File: config.mk
export PLATFORM = sky130hd
export DESIGN_NAME = f2i_convert
export DESIGN_NICKNAME = d
export VERILOG_FILES = /design/src/rtl/f2i_pkg.sv /design/src/rtl/f2i_unpack.sv /design/src/rtl/f2i_align.sv /design/src/rtl/f2i_round_sat.sv /design/src/rtl/f2i_convert.sv
export SDC_FILE = /design/constraint.sdc
export NUM_CORES = 1
export LEC_CHECK = 0
export BUFFER_PORTS_ARGS = -buffer_cell sky130_fd_sc_hd__buf_2
export CORE_AREA = 5 5 133 135
export DETAILED_ROUTE_END_ITERATION = 8
export DIE_AREA = 0 0 138 140
export GPL_ROUTABILITY_DRIVEN = 1
export PLACE_DENSITY = 0.74
export RECOVER_POWER = 25
export SLEW_MARGIN = 20
export SYNTH_ARGS = -nofsm -noshare
export SYNTH_HDL_FRONTEND = slang
export SYNTH_HIERARCHICAL = 1
export SYNTH_SLANG_ARGS = --single-unit
File: constraint.sdc
create_clock -name clk -period 11.8 [get_ports clk]
set_input_delay 0.59 -clock clk [delete_from_list [all_inputs] [get_ports clk]]
set_output_delay 0.59 -clock clk [all_outputs]
set_load 0.02 [all_outputs]
File: src/rtl/f2i_pkg.sv
`timescale 1ns/1ps
// Package f2i_pkg
// Shared constants, rounding-direction type and selector decode for the
// scaled float-to-integer converter. Assumes the 3-bit selector encoding
// listed in the brief; unused codes fold onto truncation.
package f2i_pkg;

    localparam int SEL_W = 3;

    typedef enum logic [1:0] {
        RND_NEAR_EVEN = 2'd0,
        RND_ZERO      = 2'd1,
        RND_DOWN      = 2'd2,
        RND_UP        = 2'd3
    } rnd_dir_e;

    typedef struct packed {
        rnd_dir_e dir;
        logic     unsigned_res;
    } conv_mode_t;

    localparam logic [SEL_W-1:0] SEL_NEAR   = 3'd0;
    localparam logic [SEL_W-1:0] SEL_TRUNC  = 3'd1;
    localparam logic [SEL_W-1:0] SEL_FLOOR  = 3'd2;
    localparam logic [SEL_W-1:0] SEL_CEIL   = 3'd3;
    localparam logic [SEL_W-1:0] SEL_UTRUNC = 3'd6;

    // Map a selector code onto rounding direction and result signedness.
    function automatic conv_mode_t decode_sel(input logic [SEL_W-1:0] sel);
        conv_mode_t m;
        m.unsigned_res = 1'b0;
        case (sel)
            SEL_NEAR:   m.dir = RND_NEAR_EVEN;
            SEL_FLOOR:  m.dir = RND_DOWN;
            SEL_CEIL:   m.dir = RND_UP;
            SEL_UTRUNC: begin
                m.dir          = RND_ZERO;
                m.unsigned_res = 1'b1;
            end
            default:    m.dir = RND_ZERO;
        endcase
        return m;
    endfunction

endpackage

File: src/rtl/f2i_unpack.sv
`timescale 1ns/1ps
// Module f2i_unpack
// Splits a binary floating-point word into sign, classification and
// significand, and computes the signed power-of-two shift that places the
// significand's least significant bit after the scale is applied.
// Assumes K_W is wide enough for exponent range plus scale range.
module f2i_unpack #(
    parameter int EXP_W   = 8,
    parameter int FRAC_W  = 23,
    parameter int SCALE_W = 4,
    parameter int K_W     = EXP_W + 3,
    localparam int FLT_W  = 1 + EXP_W + FRAC_W,
    localparam int MANT_W = FRAC_W + 1
) (
    input  logic [FLT_W-1:0]      in_bits,
    input  logic [SCALE_W-1:0]    scale,
    output logic                  sign,
    output logic                  is_nan,
    output logic                  is_inf,
    output logic                  is_sub,
    output logic                  frac_nz,
    output logic [MANT_W-1:0]     mant,
    output logic signed [K_W-1:0] shift_k
);

    localparam int BIAS   = (1 << (EXP_W - 1)) - 1;
    localparam int OFFSET = BIAS + FRAC_W;

    logic [EXP_W-1:0]      exp_f;
    logic [FRAC_W-1:0]     frac_f;
    logic signed [K_W-1:0] exp_s;
    logic signed [K_W-1:0] scl_s;

    // Field extraction and classification.
    always_comb begin
        sign    = in_bits[FLT_W-1];
        exp_f   = in_bits[FLT_W-2 -: EXP_W];
        frac_f  = in_bits[FRAC_W-1:0];
        frac_nz = |frac_f;
        is_nan  = (&exp_f) && frac_nz;
        is_inf  = (&exp_f) && !frac_nz;
        is_sub  = (exp_f == '0);
        mant    = {1'b1, frac_f};
    end

    // Weight of the significand LSB: biased exponent minus bias and fraction width, plus scale.
    always_comb begin
        exp_s   = signed'({{(K_W-EXP_W){1'b0}}, exp_f});
        scl_s   = signed'({{(K_W-SCALE_W){1'b0}}, scale});
        shift_k = exp_s + scl_s - K_W'(OFFSET);
    end

endmodule

File: src/rtl/f2i_align.sv
`timescale 1ns/1ps
// Module f2i_align
// Moves the significand to integer weight. A left shift gives an exact
// integer; a right shift also yields the first dropped bit (guard) and the
// OR of the rest (sticky). Denormals are far below one, so they reduce to a
// zero integer with sticky set when nonzero. Shifts beyond what the result
// width can hold raise too_big.
// Assumes MAG_W > MANT_W.
module f2i_align #(
    parameter int MANT_W = 24,
    parameter int MAG_W  = 33,
    parameter int K_W    = 11
) (
    input  logic [MANT_W-1:0]     mant,
    input  logic signed [K_W-1:0] shift_k,
    input  logic                  is_sub,
    input  logic                  frac_nz,
    output logic [MAG_W-1:0]      mag,
    output logic                  guard,
    output logic                  sticky,
    output logic                  too_big
);

    localparam int LSH_MAX = MAG_W - 1 - MANT_W;
    localparam int RSH_CAP = MANT_W + 2;
    localparam int WIDE_W  = MANT_W + RSH_CAP;
    localparam int SH_W    = $clog2(WIDE_W);

    logic signed [K_W-1:0] rsh_full;
    logic [SH_W-1:0]       sh_amt;
    logic [WIDE_W-1:0]     wide;

    // Select left or right alignment and derive guard/sticky for the right case.
    always_comb begin
        mag      = '0;
        guard    = 1'b0;
        sticky   = 1'b0;
        too_big  = 1'b0;
        sh_amt   = '0;
        wide     = '0;
        rsh_full = -shift_k;
        if (is_sub) begin
            sticky = frac_nz;
        end else if (shift_k >= 0) begin
            if (shift_k > K_W'(LSH_MAX)) begin
                too_big = 1'b1;
            end else begin
                sh_amt = shift_k[SH_W-1:0];
                mag    = {{(MAG_W-MANT_W){1'b0}}, mant} << sh_amt;
            end
        end else begin
            if (rsh_full > K_W'(RSH_CAP)) begin
                sh_amt = SH_W'(RSH_CAP);
            end else begin
                sh_amt = rsh_full[SH_W-1:0];
            end
            wide   = {mant, {RSH_CAP{1'b0}}} >> sh_amt;
            mag    = {{(MAG_W-MANT_W){1'b0}}, wide[WIDE_W-1 -: MANT_W]};
            guard  = wide[RSH_CAP-1];
            sticky = |wide[RSH_CAP-2:0];
        end
    end

    // Right alignment never produces integer bits above the significand width.
    always_comb begin
        if (!too_big && shift_k < 0) begin
            assert_align_width_R4: assert (mag[MAG_W-1:MANT_W] == '0)
                else $error("align produced bits above significand width");
        end
    end

endmodule

File: src/rtl/f2i_round_sat.sv
`timescale 1ns/1ps
// Module f2i_round_sat
// Applies the rounding increment for the selected direction to the aligned
// magnitude, then saturates to the signed or unsigned range and raises the
// invalid flag for NaN, infinity and overflow. A negative non-NaN input
// under the unsigned operation takes the signed path.
// Assumes MAG_W == OUT_W + 1 and that the aligned magnitude plus one fits.
module f2i_round_sat
    import f2i_pkg::*;
#(
    parameter int OUT_W = 32,
    localparam int MAG_W = OUT_W + 1
) (
    input  conv_mode_t        mode,
    input  logic              sign,
    input  logic              is_nan,
    input  logic              is_inf,
    input  logic              too_big,
    input  logic [MAG_W-1:0]  mag,
    input  logic              guard,
    input  logic              sticky,
    output logic [OUT_W-1:0]  result,
    output logic              invalid
);

    localparam logic [OUT_W-1:0] POS_MAX = {1'b0, {(OUT_W-1){1'b1}}};
    localparam logic [OUT_W-1:0] NEG_MIN = {1'b1, {(OUT_W-1){1'b0}}};
    localparam logic [OUT_W-1:0] U_MAX   = {OUT_W{1'b1}};

    logic             inc;
    logic [MAG_W-1:0] mag_r;
    logic             signed_path;
    logic             ovf;

    // Rounding increment chosen by direction.
    always_comb begin
        unique case (mode.dir)
            RND_NEAR_EVEN: inc = guard & (sticky | mag[0]);
            RND_ZERO:      inc = 1'b0;
            RND_DOWN:      inc = sign & (guard | sticky);
            RND_UP:        inc = !sign & (guard | sticky);
            default:       inc = 1'b0;
        endcase
        mag_r = mag + MAG_W'(inc);
    end

    // Range check and saturation to the signed or unsigned limits.
    always_comb begin
        signed_path = !mode.unsigned_res || (sign && !is_nan);
        ovf         = 1'b0;
        result      = '0;
        invalid     = 1'b0;
        if (is_nan) begin
            invalid = 1'b1;
            result  = mode.unsigned_res ? U_MAX : POS_MAX;
        end else if (signed_path) begin
            if (sign) begin
                ovf = is_inf || too_big || mag_r[MAG_W-1] ||
                      (mag_r[MAG_W-2] && (|mag_r[MAG_W-3:0]));
            end else begin
                ovf = is_inf || too_big || mag_r[MAG_W-1] || mag_r[MAG_W-2];
            end
            invalid = ovf;
            if (ovf) begin
                result = sign ? NEG_MIN : POS_MAX;
            end else begin
                result = sign ? (~mag_r[OUT_W-1:0] + 1'b1) : mag_r[OUT_W-1:0];
            end
        end else begin
            ovf     = is_inf || too_big || mag_r[MAG_W-1];
            invalid = ovf;
            result  = ovf ? U_MAX : mag_r[OUT_W-1:0];
        end
    end

    // A raised flag always comes with a saturation value.
    always_comb begin
        if (invalid) begin
            assert_sat_on_invalid_R5: assert (result == POS_MAX || result == NEG_MIN || result == U_MAX)
                else $error("invalid flag without saturation value");
        end
    end

endmodule

File: src/rtl/f2i_convert.sv
`timescale 1ns/1ps
// Module f2i_convert (top)
// Scaled single-precision to 32-bit integer conversion with a valid/ready
// input and a registered result one cycle after each accepted operand.
// Assumes no backpressure on the result side; in_ready is high whenever
// the block is out of reset.
module f2i_convert
    import f2i_pkg::*;
#(
    parameter int EXP_W   = 8,
    parameter int FRAC_W  = 23,
    parameter int OUT_W   = 32,
    parameter int SCALE_W = 4,
    localparam int FLT_W  = 1 + EXP_W + FRAC_W,
    localparam int MANT_W = FRAC_W + 1,
    localparam int MAG_W  = OUT_W + 1,
    localparam int K_W    = EXP_W + 3
) (
    input  logic               clk,
    input  logic               rst_n,
    input  logic               in_valid,
    output logic               in_ready,
    input  logic [FLT_W-1:0]   in_float,
    input  logic [SCALE_W-1:0] in_scale,
    input  logic [SEL_W-1:0]   in_sel,
    output logic               out_valid,
    output logic [OUT_W-1:0]   out_result,
    output logic               out_invalid
);

    logic                  sign, is_nan, is_inf, is_sub, frac_nz;
    logic [MANT_W-1:0]     mant;
    logic signed [K_W-1:0] shift_k;
    logic [MAG_W-1:0]      mag;
    logic                  guard, sticky, too_big;
    logic [OUT_W-1:0]      conv_result;
    logic                  conv_invalid;
    logic                  ready_q;
    logic                  accept;
    conv_mode_t            mode;

    assign mode     = decode_sel(in_sel);
    assign in_ready = ready_q;
    assign accept   = in_valid && ready_q;

    f2i_unpack #(
        .EXP_W   (EXP_W),
        .FRAC_W  (FRAC_W),
        .SCALE_W (SCALE_W),
        .K_W     (K_W)
    ) u_unpack (
        .in_bits (in_float),
        .scale   (in_scale),
        .sign    (sign),
        .is_nan  (is_nan),
        .is_inf  (is_inf),
        .is_sub  (is_sub),
        .frac_nz (frac_nz),
        .mant    (mant),
        .shift_k (shift_k)
    );

    f2i_align #(
        .MANT_W (MANT_W),
        .MAG_W  (MAG_W),
        .K_W    (K_W)
    ) u_align (
        .mant    (mant),
        .shift_k (shift_k),
        .is_sub  (is_sub),
        .frac_nz (frac_nz),
        .mag     (mag),
        .guard   (guard),
        .sticky  (sticky),
        .too_big (too_big)
    );

    f2i_round_sat #(
        .OUT_W (OUT_W)
    ) u_round_sat (
        .mode    (mode),
        .sign    (sign),
        .is_nan  (is_nan),
        .is_inf  (is_inf),
        .too_big (too_big),
        .mag     (mag),
        .guard   (guard),
        .sticky  (sticky),
        .result  (conv_result),
        .invalid (conv_invalid)
    );

    // Input readiness: low in reset, high afterwards.
    always_ff @(posedge clk) begin
        if (!rst_n) ready_q <= 1'b0;
        else        ready_q <= 1'b1;
    end

    // Result register: capture on accept, valid for one cycle.
    always_ff @(posedge clk) begin
        if (!rst_n) begin
            out_valid   <= 1'b0;
            out_result  <= '0;
            out_invalid <= 1'b0;
        end else begin
            out_valid <= accept;
            if (accept) begin
                out_result  <= conv_result;
                out_invalid <= conv_invalid;
            end
        end
    end

    // One-cycle latency from handshake to result.
    assert_latency_R9: assert property (@(posedge clk) disable iff (!rst_n)
        out_valid == $past(in_valid && in_ready));

    // NaN under a signed selector yields the positive limit with the flag.
    assert_nan_limit_R7: assert property (@(posedge clk) disable iff (!rst_n)
        (in_valid && in_ready && (&in_float[FLT_W-2 -: EXP_W]) && (|in_float[FRAC_W-1:0])
         && in_sel != SEL_UTRUNC)
        |=> (out_result == {1'b0, {(OUT_W-1){1'b1}}} && out_invalid));

    // Signed or unsigned zero gives zero and no flag.
    assert_zero_in_R8: assert property (@(posedge clk) disable iff (!rst_n)
        (in_valid && in_ready && in_float[FLT_W-2:0] == '0)
        |=> (out_result == '0 && !out_invalid));

    // Unsigned selector never clamps a negative non-NaN input to a positive value.
    assert_uneg_signed_R3: assert property (@(posedge clk) disable iff (!rst_n)
        (in_valid && in_ready && in_sel == SEL_UTRUNC && in_float[FLT_W-1]
         && !((&in_float[FLT_W-2 -: EXP_W]) && (|in_float[FRAC_W-1:0])))
        |=> (out_result[OUT_W-1] || out_result == '0));

    // Signed selectors never produce a negative result for a positive input.
    assert_pos_nonneg_R5: assert property (@(posedge clk) disable iff (!rst_n)
        (in_valid && in_ready && in_sel != SEL_UTRUNC && !in_float[FLT_W-1])
        |=> !out_result[OUT_W-1]);

endmodule

==> results of run 1 <==
## Yosys cell counts (20+ instances only)
| cell | number |
|---|---|
| mux2i_1 | 49 |
| xor2_1 | 21 |
| a21oi_1 | 111 |
| nor2_1 | 98 |
| nand4_1 | 60 |
| o21ai_1 | 35 |
| nor3_1 | 40 |
| buf_2 | 28 |
| o22ai_1 | 20 |
| xnor2_1 | 24 |
| dfxtp_1 | 35 |
| buf_4 | 30 |
| clkbuf_1 | 58 |
| inv_1 | 34 |
| nand3_1 | 49 |
| o21ai_0 | 77 |
| nand2_1 | 193 |
| a31oi_1 | 22 |
## worst max-delay path: cells and delay by family
kind	cells	cell delay, ns
AO/OA/AOI/OAI	12	4.41
XOR/XNOR	1	0.19
adder cells (fa/ha/maj)	5	1.58
buffers and inverters	3	0.18
multiplexers	1	0.35
AND/OR/NAND/NOR	12	3.42
## final timing paths
kind | cells past startpoint | to | startpoint
worst max-delay path | 34 | out_result[8]$_SDFFE_PN0P_ | in_float[24]
worst min-delay path | 2 | out_result[30]$_SDFFE_PN0P_ | out_result[30]$_SDFFE_PN0P_
worst max register to register | 3 | out_result[19]$_SDFFE_PN0P_ | in_ready$_DFF_P_
worst min register to register | 2 | out_result[30]$_SDFFE_PN0P_ | out_result[30]$_SDFFE_PN0P_
## registers in the layout, indices dropped and copies added (netlist names)
name and flops:
out_invalid 1, out_result 32, in_ready 1, out_valid 1
## per-layer routing
| layer | vias up | wire length (um) | track usage |
|---|---|---|---|
| met3 | 161 | 2832 | 0.04601 |
| met5 | - | 0 | 0 |
| li1 | 4952 | - | - |
| met2 | 689 | 14730 | 0.5141 |
| met4 | 0 | 2018 | 0.1732 |
| met1 | 4833 | 13430 | 0.4183 |
## final cells by class
type,instances,share of cell area
clock buffers,7,0.01678
clock inverters,1,0.0008254
inverters,38,0.01568
multi-input cells,1136,0.8033
flip-flops and latches,35,0.07704
well taps,220,0.03027
repair buffers,96,0.05613
## power by group through the flow
stage | Clock (mW) | Sequential (mW) | Combinational [mW]
after floorplan | 0 | 0.146 | 0.630
after global placement | 0 | 0.135 | 0.830
after detailed placement | 0 | 0.134 | 0.830
after CTS | 0.141 | 0.132 | 0.835
after global routing | 0.147 | 0.133 | 0.926
final | 0.139 | 0.132 | 0.863
## cells by family after synthesis
| group | count (synthesis) | share of synthesized area |
|---|---|---|
| and+or+nand+nor | 569 | 0.3297 |
| AOI/OAI and AO/OA | 440 | 0.3338 |
| buffers and inverters | 180 | 0.1026 |
| muxes | 63 | 0.08347 |
| xor gates and xnor gates | 45 | 0.04457 |
| DFF | 35 | 0.07923 |
| adders and majority gates | 18 | 0.02632 |
| other | 1 | 0.0004240 |
## stage by stage
stage                     hold WS, ns  instances    util
after floorplan                0.5251       1351       -
after global placement         0.4345       1525  0.5475
after detailed placement       0.4365       1525  0.5475
after CTS                      0.4495       1533  0.5572
after global routing           0.4648       1533  0.5563
final                          0.4499       1533  0.5563
==> flow_metrics.py, run 1 <==
metrics = {
    "job": {
        "drv_cap": 1,
    },
    "drt": {
        "viasPerCell": 6.937,
        "vias": 10635,
        "route.detailed.drc": 0,
        "wirelength_um": 33010,
        "drt_iter0_drc": 1388,
        "wire_per_inst_um": 21.53,
        "first_pass_iters": 6,
        "antenna_left": 0,
    },
    "yosys": {
        "yosysTopAreaCellShare": 0.08192,
        "synth_top_area_cell": "nand2_1",
        "synth_cell_type_count": 114,
        "synth_edf_count": 0,
        "syn_area_um2": 8843,
        "ys.flop_type": "dfxtp_1",
        "synthCells": 1351,
        "synth_nets": 1411,
        "seq_area_frac_synth": 0.07923,
        "synth_area_leaders": "nand2_1 8.2%, dfxtp_1 7.9%, a21oi_1 6.3%, mux2i_1 5.5%, o21ai_0 4.4%",
        "async_flop_share": 0,
        "yosysWarnings": 6,
        "syn_area_per_cell_um2": 6.546,
        "ys_ff_latch": 35,
    },
    "timing": {
        "fin_setup_tns_ns": 0,
        "setup_viol": 0,
        "worstMarginPinSlew_ns": 2.619,
        "finalCritPeriodShare": 0.8967,
        "hold_viol_final": 0,
        "worst_slack_ns": 1.219,
        "final_max_slew_viol_count": 69,
        "max_freq_mhz": 94.51,
        "rsz0062_at_grt": "no",
        "finalCriticalPeriod_ns": 10.58,
        "maxSlewHeadroom": -0.7460,
        "finClkSkew_ns": 0.004133,
    },
    "pwr": {
        "pwr-share-seq": 0.117,
        "clock_power_share": 0.123,
        "p_leak_nw": 3.390,
        "total_power_mw": 1.134,
        "power_switching_share": 0.5551,
        "power.density_nw_per_um2": 124.7,
        "combPwrFrac": 0.761,
        "switchingPower_mw": 0.6297,
        "p_int_mw": 0.5047,
        "peakVddDrop_mv": 0.1376,
    },
    "cells_and_area": {
        "drive_gt1_frac": 0.1280,
        "area_growth_pct": 2.844,
        "nets": 1372,
        "final_area_um2": 9095,
        "multiInputGateArea_um2": 7306,
        "fillers": 1693,
        "diodes": 0,
        "final_common_cell": "nand2_1",
        "final-seq-area_um2": 700.7,
        "layout_common_cells": "193 x nand2_1, 110 x a21oi_1, 98 x nor2_1",
    },
    "clocking": {
        "ctsResizeCount": 0,
        "cts_buffer_depth": 2,
        "clock_latency_ns": 0.28,
        "clock-sinks": 35,
        "cts_tree": "built",
        "cts_setup_buffers": 0,
        "cts_max_level": 2,
        "cts_hold_buf": 0,
        "clock-root-buffer": "clkbuf_16",
        "cts_buffers": 5,
        "clkTransAtPathRegs_ns": 0.06,
    },
    "place": {
        "place_area_um2": 8950,
        "pre_cts_ws_ns": 1.274,
        "routabilityCongestion": 1.030,
        "io_buffer_count": 76,
        "dpl.hpwl_um": 24870,
    },
    "global_routing": {
        "grt_max_degree": 69,
        "grt_pass1_vias": 9636,
        "antenna_found_initial": 0,
        "grt_pass1_wl_um": 52430,
        "grt_overflow": 0,
        "grtUsageTotal": 0.3211,
    },
    "floorplan": {
        "core_um2": 16350,
        "start_util": 0.5409,
        "die_h_um": 140,
        "dieArea_um2": 19320,
        "placementRows": 47,
        "io_pins": 77,
        "die_w_um": 138,
    },
    "critical_path": {
        "critPathKind": "in2reg",
        "endpoint_kind": "register",
        "worst-r2r-setup-slack_ns": 10.45,
        "cp_slowest_stage_delay_ns": 0.90,
        "critPathSlowestCell": "a21oi_1",
        "crit_path_frequent_cell": "ha_1",
        "crit_arrival_ns": 10.74,
        "worst_ep_required_time_ns": 11.96,
        "crit_path_start_kind": "primary input",
        "crit_path_max_fanout": 16,
    },
    "min_path": {
        "hold_class": "reg2reg",
    },
    "run_status": {
        "violations": "max-capacitance violations, max-slew violations",
        "outcome": "finished, violations left",
    },
}
Note: power is estimated with default switching activity, not from simulation.
==> inputs of run 2 (changes only) <==
Settings changed: CORE_AREA 5 5 133 135 to 5 5 175 177, DIE_AREA 0 0 138 140 to 0 0 180 182, PLACE_DENSITY 0.74 to not set.
==> flow_metrics.py, run 2 (same netlist as run 1, synthesis figures left out) <==
metrics = {
    "timing": {
        "worst_slack_ns": 1.469,
        "whs_ns": 0.4454,
        "setup_viol": 0,
        "finalCriticalPeriod_ns": 10.33,
        "worstMarginPinSlew_ns": 2.581,
        "final_max_slew_viol_count": 69,
        "maxSlewHeadroom": -0.7207,
        "finalCritPeriodShare": 0.8755,
        "hold_viol_final": 0,
        "fin_setup_tns_ns": 0,
        "finClkSkew_ns": 0.003723,
        "max_freq_mhz": 96.80,
        "rsz0062_at_grt": "no",
    },
    "cells_and_area": {
        "final_common_cell": "nand2_1",
        "largest_reg_flops": 32,
        "final_cells": 1703,
        "final_area_um2": 9291,
        "nets": 1372,
        "drive_gt1_frac": 0.1280,
        "diodes": 0,
        "fin_util": 0.3194,
        "top_register": "out_result",
        "area_growth_pct": 5.065,
        "layout_common_cells": "193 x nand2_1, 110 x a21oi_1, 98 x nor2_1",
        "fillers": 3173,
    },
    "clocking": {
        "clkTransAtPathRegs_ns": 0.05,
        "clock_latency_ns": 0.27,
        "clock-root-buffer": "clkbuf_16",
        "cts_setup_buffers": 0,
        "clock-sinks": 35,
        "cts_max_level": 2,
        "cts_hold_buf": 0,
        "cts_buffer_depth": 2,
        "ctsResizeCount": 0,
        "cts_buffers": 5,
        "cts_tree": "built",
    },
    "run_status": {
        "violations": "max-capacitance violations, max-slew violations",
        "outcome": "finished, violations left",
    },
    "floorplan": {
        "die_w_um": 180,
        "placementRows": 63,
        "start_util": 0.3040,
        "io_pins": 77,
        "die_h_um": 182,
        "core_um2": 29090,
        "dieArea_um2": 32760,
    },
    "critical_path": {
        "critPathKind": "in2reg",
        "endpoint_kind": "register",
        "worst_ep_required_time_ns": 12.01,
        "rr_startpoint": "in_ready$_DFF_P_",
        "cp_slowest_stage_delay_ns": 0.80,
        "crit_path_start_kind": "primary input",
        "critPathSlowestCell": "o31ai_2",
        "crit_path_max_fanout": 18,
        "crit_start": "in_float[24]",
        "crit_arrival_ns": 10.54,
        "crit_path_frequent_cell": "ha_1",
    },
    "global_routing": {
        "grt_pass1_wl_um": 53720,
        "met1_usage": 0.2655,
        "met3_usage": 0.03385,
        "grt_overflow": 0,
        "antenna_found_initial": 0,
        "grt_pass1_vias": 9617,
        "grtUsageTotal": 0.1961,
        "busiest_layer": "met2",
        "grt_max_degree": 69,
        "grtUsageMet2": 0.3199,
    },
    "place": {
        "pre_cts_ws_ns": 1.529,
        "place_area_um2": 9164,
        "io_buffer_count": 76,
        "routabilityCongestion": 1.021,
        "numPlacedInstances": 1695,
        "dpl.hpwl_um": 25690,
    },
    "drt": {
        "wire_per_inst_um": 20.26,
        "vias": 10642,
        "route.detailed.drc": 0,
        "viasPerCell": 6.249,
        "wirelength_um": 34510,
        "drt_iter0_drc": 1160,
        "first_pass_iters": 6,
        "antenna_left": 0,
    },
    "pwr": {
        "power.density_nw_per_um2": 121.3,
        "peakVddDrop_mv": 0.06166,
        "p_leak_nw": 3.386,
        "total_power_mw": 1.127,
    },
    "min_path": {
        "hold_start": "out_result[30]$_SDFFE_PN0P_",
        "hold_class": "reg2reg",
    },
    "job": {
        "drv_cap": 1,
    },
}
-- run 2: cell count changes in the layout (fill, tap and decap cells not counted), sizes merged --
cell      before  now
clkinvlp       1    0
clkinv         3    4
-- run 2: worst paths after layout --
path                                                     to  cells past startpoint  slack (ns)
worst min register to register  out_result[30]$_SDFFE_PN0P_                      2        0.45
worst max register to register  out_result[15]$_SDFFE_PN0P_                      2       10.29
worst min-delay path            out_result[30]$_SDFFE_PN0P_                      2        0.45
worst max-delay path             out_result[5]$_SDFFE_PN0P_                     36        1.47
-- run 2: power breakdown --
group	internal [mW]	switching (mW)
clock	0.0778	0.0446
sequential	0.128	0.00637
combinational	0.288	0.583
total	0.493	0.634
-- run 2: per-layer routing --
layer	vias up	routed length [um]
li1	4949	-
met4	0	1148
met5	-	0
met3	105	3218
met1	4996	14320
met2	592	15820
-- run 2: area by class of cell --
type | count | area (um^2) | share of cell area
clock buffers | 7 | 132.6 | 0.01427
well taps | 390 | 488.0 | 0.05252
repair buffers | 96 | 510.5 | 0.05494
clock inverters | 1 | 5.005 | 0.0005386
inverters | 38 | 142.6 | 0.01535
multi-input cells | 1136 | 7311 | 0.7868
flip-flops and latches | 35 | 701.9 | 0.07555
-- run 2: worst max-delay path: cells and delay by family --
kind / cells / cell delay [ns]
AOI/OAI and AO/OA: 14 / 4.55
and+or+nand+nor: 11 / 2.79
adders and majority gates: 5 / 1.59
buffers and inverters: 4 / 0.49
xor gates and xnor gates: 2 / 0.49
==> inputs of run 3 (changes only) <==
Settings changed: SYNTH_HIERARCHICAL 1 to not set.
==> flow_metrics.py, run 3 <==
metrics = {
    "timing": {
        "finalCritPeriodShare": 0.9006,
        "max_freq_mhz": 94.10,
        "final_max_slew_viol_count": 0,
        "finalCriticalPeriod_ns": 10.63,
        "rsz0062_at_grt": "no",
        "setup_viol": 0,
        "finClkSkew_ns": 0.002341,
        "fin_setup_tns_ns": 0,
        "hold_viol_final": 0,
        "whs_ns": 0.4858,
        "worstMarginPinSlew_ns": 1.473,
        "maxSlewHeadroom": 0.01813,
    },
    "cells_and_area": {
        "final_area_um2": 9425,
        "drive_gt1_frac": 0.1159,
        "final_common_cell": "nand2_1",
        "nets": 1407,
        "fin_util": 0.3240,
        "diodes": 0,
        "top_register": "out_result",
        "largest_reg_flops": 32,
        "layout_common_cells": "157 x nand2_1, 136 x nor2_1, 125 x a21oi_1",
        "area_growth_pct": 7.247,
    },
    "drt": {
        "antenna_left": 0,
        "drt_iter0_drc": 1568,
        "wirelength_um": 38830,
        "wire_per_inst_um": 22.37,
        "route.detailed.drc": 0,
        "first_pass_iters": 6,
        "viasPerCell": 6.351,
        "vias": 11026,
    },
    "critical_path": {
        "crit_path_max_fanout": 41,
        "path_buf_inv": 9,
        "critPathKind": "in2reg",
        "cp_slowest_stage_delay_ns": 0.56,
        "crit_family": "compound AO/OA/AOI/OAI gates",
        "crit_arrival_ns": 10.82,
        "crit_path_frequent_cell": "ha_1",
        "worst_ep_required_time_ns": 11.99,
        "critPathSlowestCell": "or4b_4",
        "crit_path_start_kind": "primary input",
        "endpoint_kind": "register",
    },
    "pwr": {
        "peakVddDrop_mv": 0.05197,
        "p_leak_nw": 3.550,
        "total_power_mw": 1.162,
        "power.density_nw_per_um2": 123.3,
    },
    "clocking": {
        "clkTransAtPathRegs_ns": 0.05,
        "cts_max_level": 2,
        "cts_hold_buf": 0,
        "cts_setup_buffers": 0,
        "cts_buffer_depth": 2,
        "cts_tree": "built",
        "clock_latency_ns": 0.28,
        "clock-root-buffer": "clkbuf_16",
        "ctsResizeCount": 0,
        "cts_buffers": 5,
        "clock-sinks": 35,
    },
    "floorplan": {
        "dieArea_um2": 32760,
        "start_util": 0.3021,
        "placementRows": 63,
        "die_w_um": 180,
        "die_h_um": 182,
        "io_pins": 77,
        "core_um2": 29090,
    },
    "global_routing": {
        "grt_pass1_wl_um": 59930,
        "grt_max_degree": 79,
        "antenna_found_initial": 0,
        "grt_pass1_vias": 10242,
        "grtUsageTotal": 0.2237,
        "grt_overflow": 0,
    },
    "yosys": {
        "synthAdderAreaFrac": 0.02790,
        "yosysWarnings": 0,
        "synth.mux.area_fraction": 0.09169,
        "synth_commonest_cells": "157 x nand2_1, 136 x nor2_1, 125 x a21oi_1",
        "yosys.cell_count.top_type": "nand2_1",
        "synth_nets": 1421,
        "syn_area_um2": 8788,
        "synth_top_family_by_area": "compound AO/OA/AOI/OAI gates",
        "synth_top_area_cell": "dfxtp_1",
        "synthCells": 1360,
        "syn_area_per_cell_um2": 6.462,
        "ys_ff_latch": 35,
        "synth_area_leaders": "dfxtp_1 8.0%, a21oi_1 7.1%, nand2_1 6.7%, o21ai_0 6.3%, nor2_1 5.8%",
        "synthSimpleGateAreaFrac": 0.3166,
        "synth-xor-area-share": 0.03645,
        "seq_area_frac_synth": 0.07973,
        "synth_cell_type_count": 94,
        "async_flop_share": 0,
        "yosysTopAreaCellShare": 0.07973,
        "synth_compound_area_frac": 0.3766,
        "ys.flop_type": "dfxtp_1",
        "synth_edf_count": 0,
    },
    "place": {
        "place_area_um2": 9301,
        "io_buffer_count": 76,
        "dpl.hpwl_um": 29410,
        "routabilityCongestion": 0.9897,
    },
    "run_status": {
        "outcome": "completed",
    },
    "min_path": {
        "hold_class": "reg2reg",
    },
    "job": {
        "drv_cap": 0,
    },
}
## run 3: changes by cell type after synthesis, sizes merged, moves of 13 or more
cell    change
nand2      -39
buf        -50
a21oi      +16
nand4      -41
nor3       +13
clkbuf     +21
nor2       +38
a21o       +18
## run 3: area by class of cell
type                    count  area, um^2
clock inverters             1       5.005
repair buffers             92       480.5
multi-input cells        1178        7485
fillers                  3214       19660
well taps                 390       488.0
clock buffers               6       138.9
flip-flops and latches     35       700.7
inverters                  34       127.6
## run 3: per-stage QoR
stage / setup WS (ns) / instances
after floorplan: 2.730 / 1360
after global placement: 1.250 / 1729
final: 1.173 / 1736
after global routing: 0.2353 / 1736
after detailed placement: 1.115 / 1729
after CTS: 1.383 / 1736
## run 3: report_power, final
group | leakage (nW) | internal, mW | switching (mW)
sequential | 0.289 | 0.129 | 0.00568
combinational | 3.19 | 0.279 | 0.617
clock | 0.0727 | 0.0824 | 0.0496
total | 3.55 | 0.490 | 0.672
## run 3: path summary, 6_finish.rpt
kind	cells after the start	endpoint	slack (ns)	start
worst min-delay path	1	out_valid$_SDFF_PN0_	0.49	in_ready$_DFF_P_
worst min register to register	1	out_valid$_SDFF_PN0_	0.49	in_ready$_DFF_P_
worst max register to register	6	out_result[30]$_SDFFE_PN0P_	8.73	in_ready$_DFF_P_
worst max-delay path	38	out_result[23]$_SDFFE_PN0P_	1.17	in_float[24]
## run 3: per-layer routing
metal,global-route usage,share of wire,vias to the layer above
met2,0.3665,0.46,614
met4,0.09083,0.047,0
met1,0.3005,0.42,5168
met3,0.02484,0.080,118
li1,-,-,5126
met5,0,0,-
## run 3: logic make-up (layout without fill, tap and decap cells)
logic type      after synthesis  after routing
compound gates              496            496
buf+inv                     147            133
simple gates                557            557
fa+ha+maj                    19             19
flops                        35             35
mux                          72             72
xor+xnor                     34             34
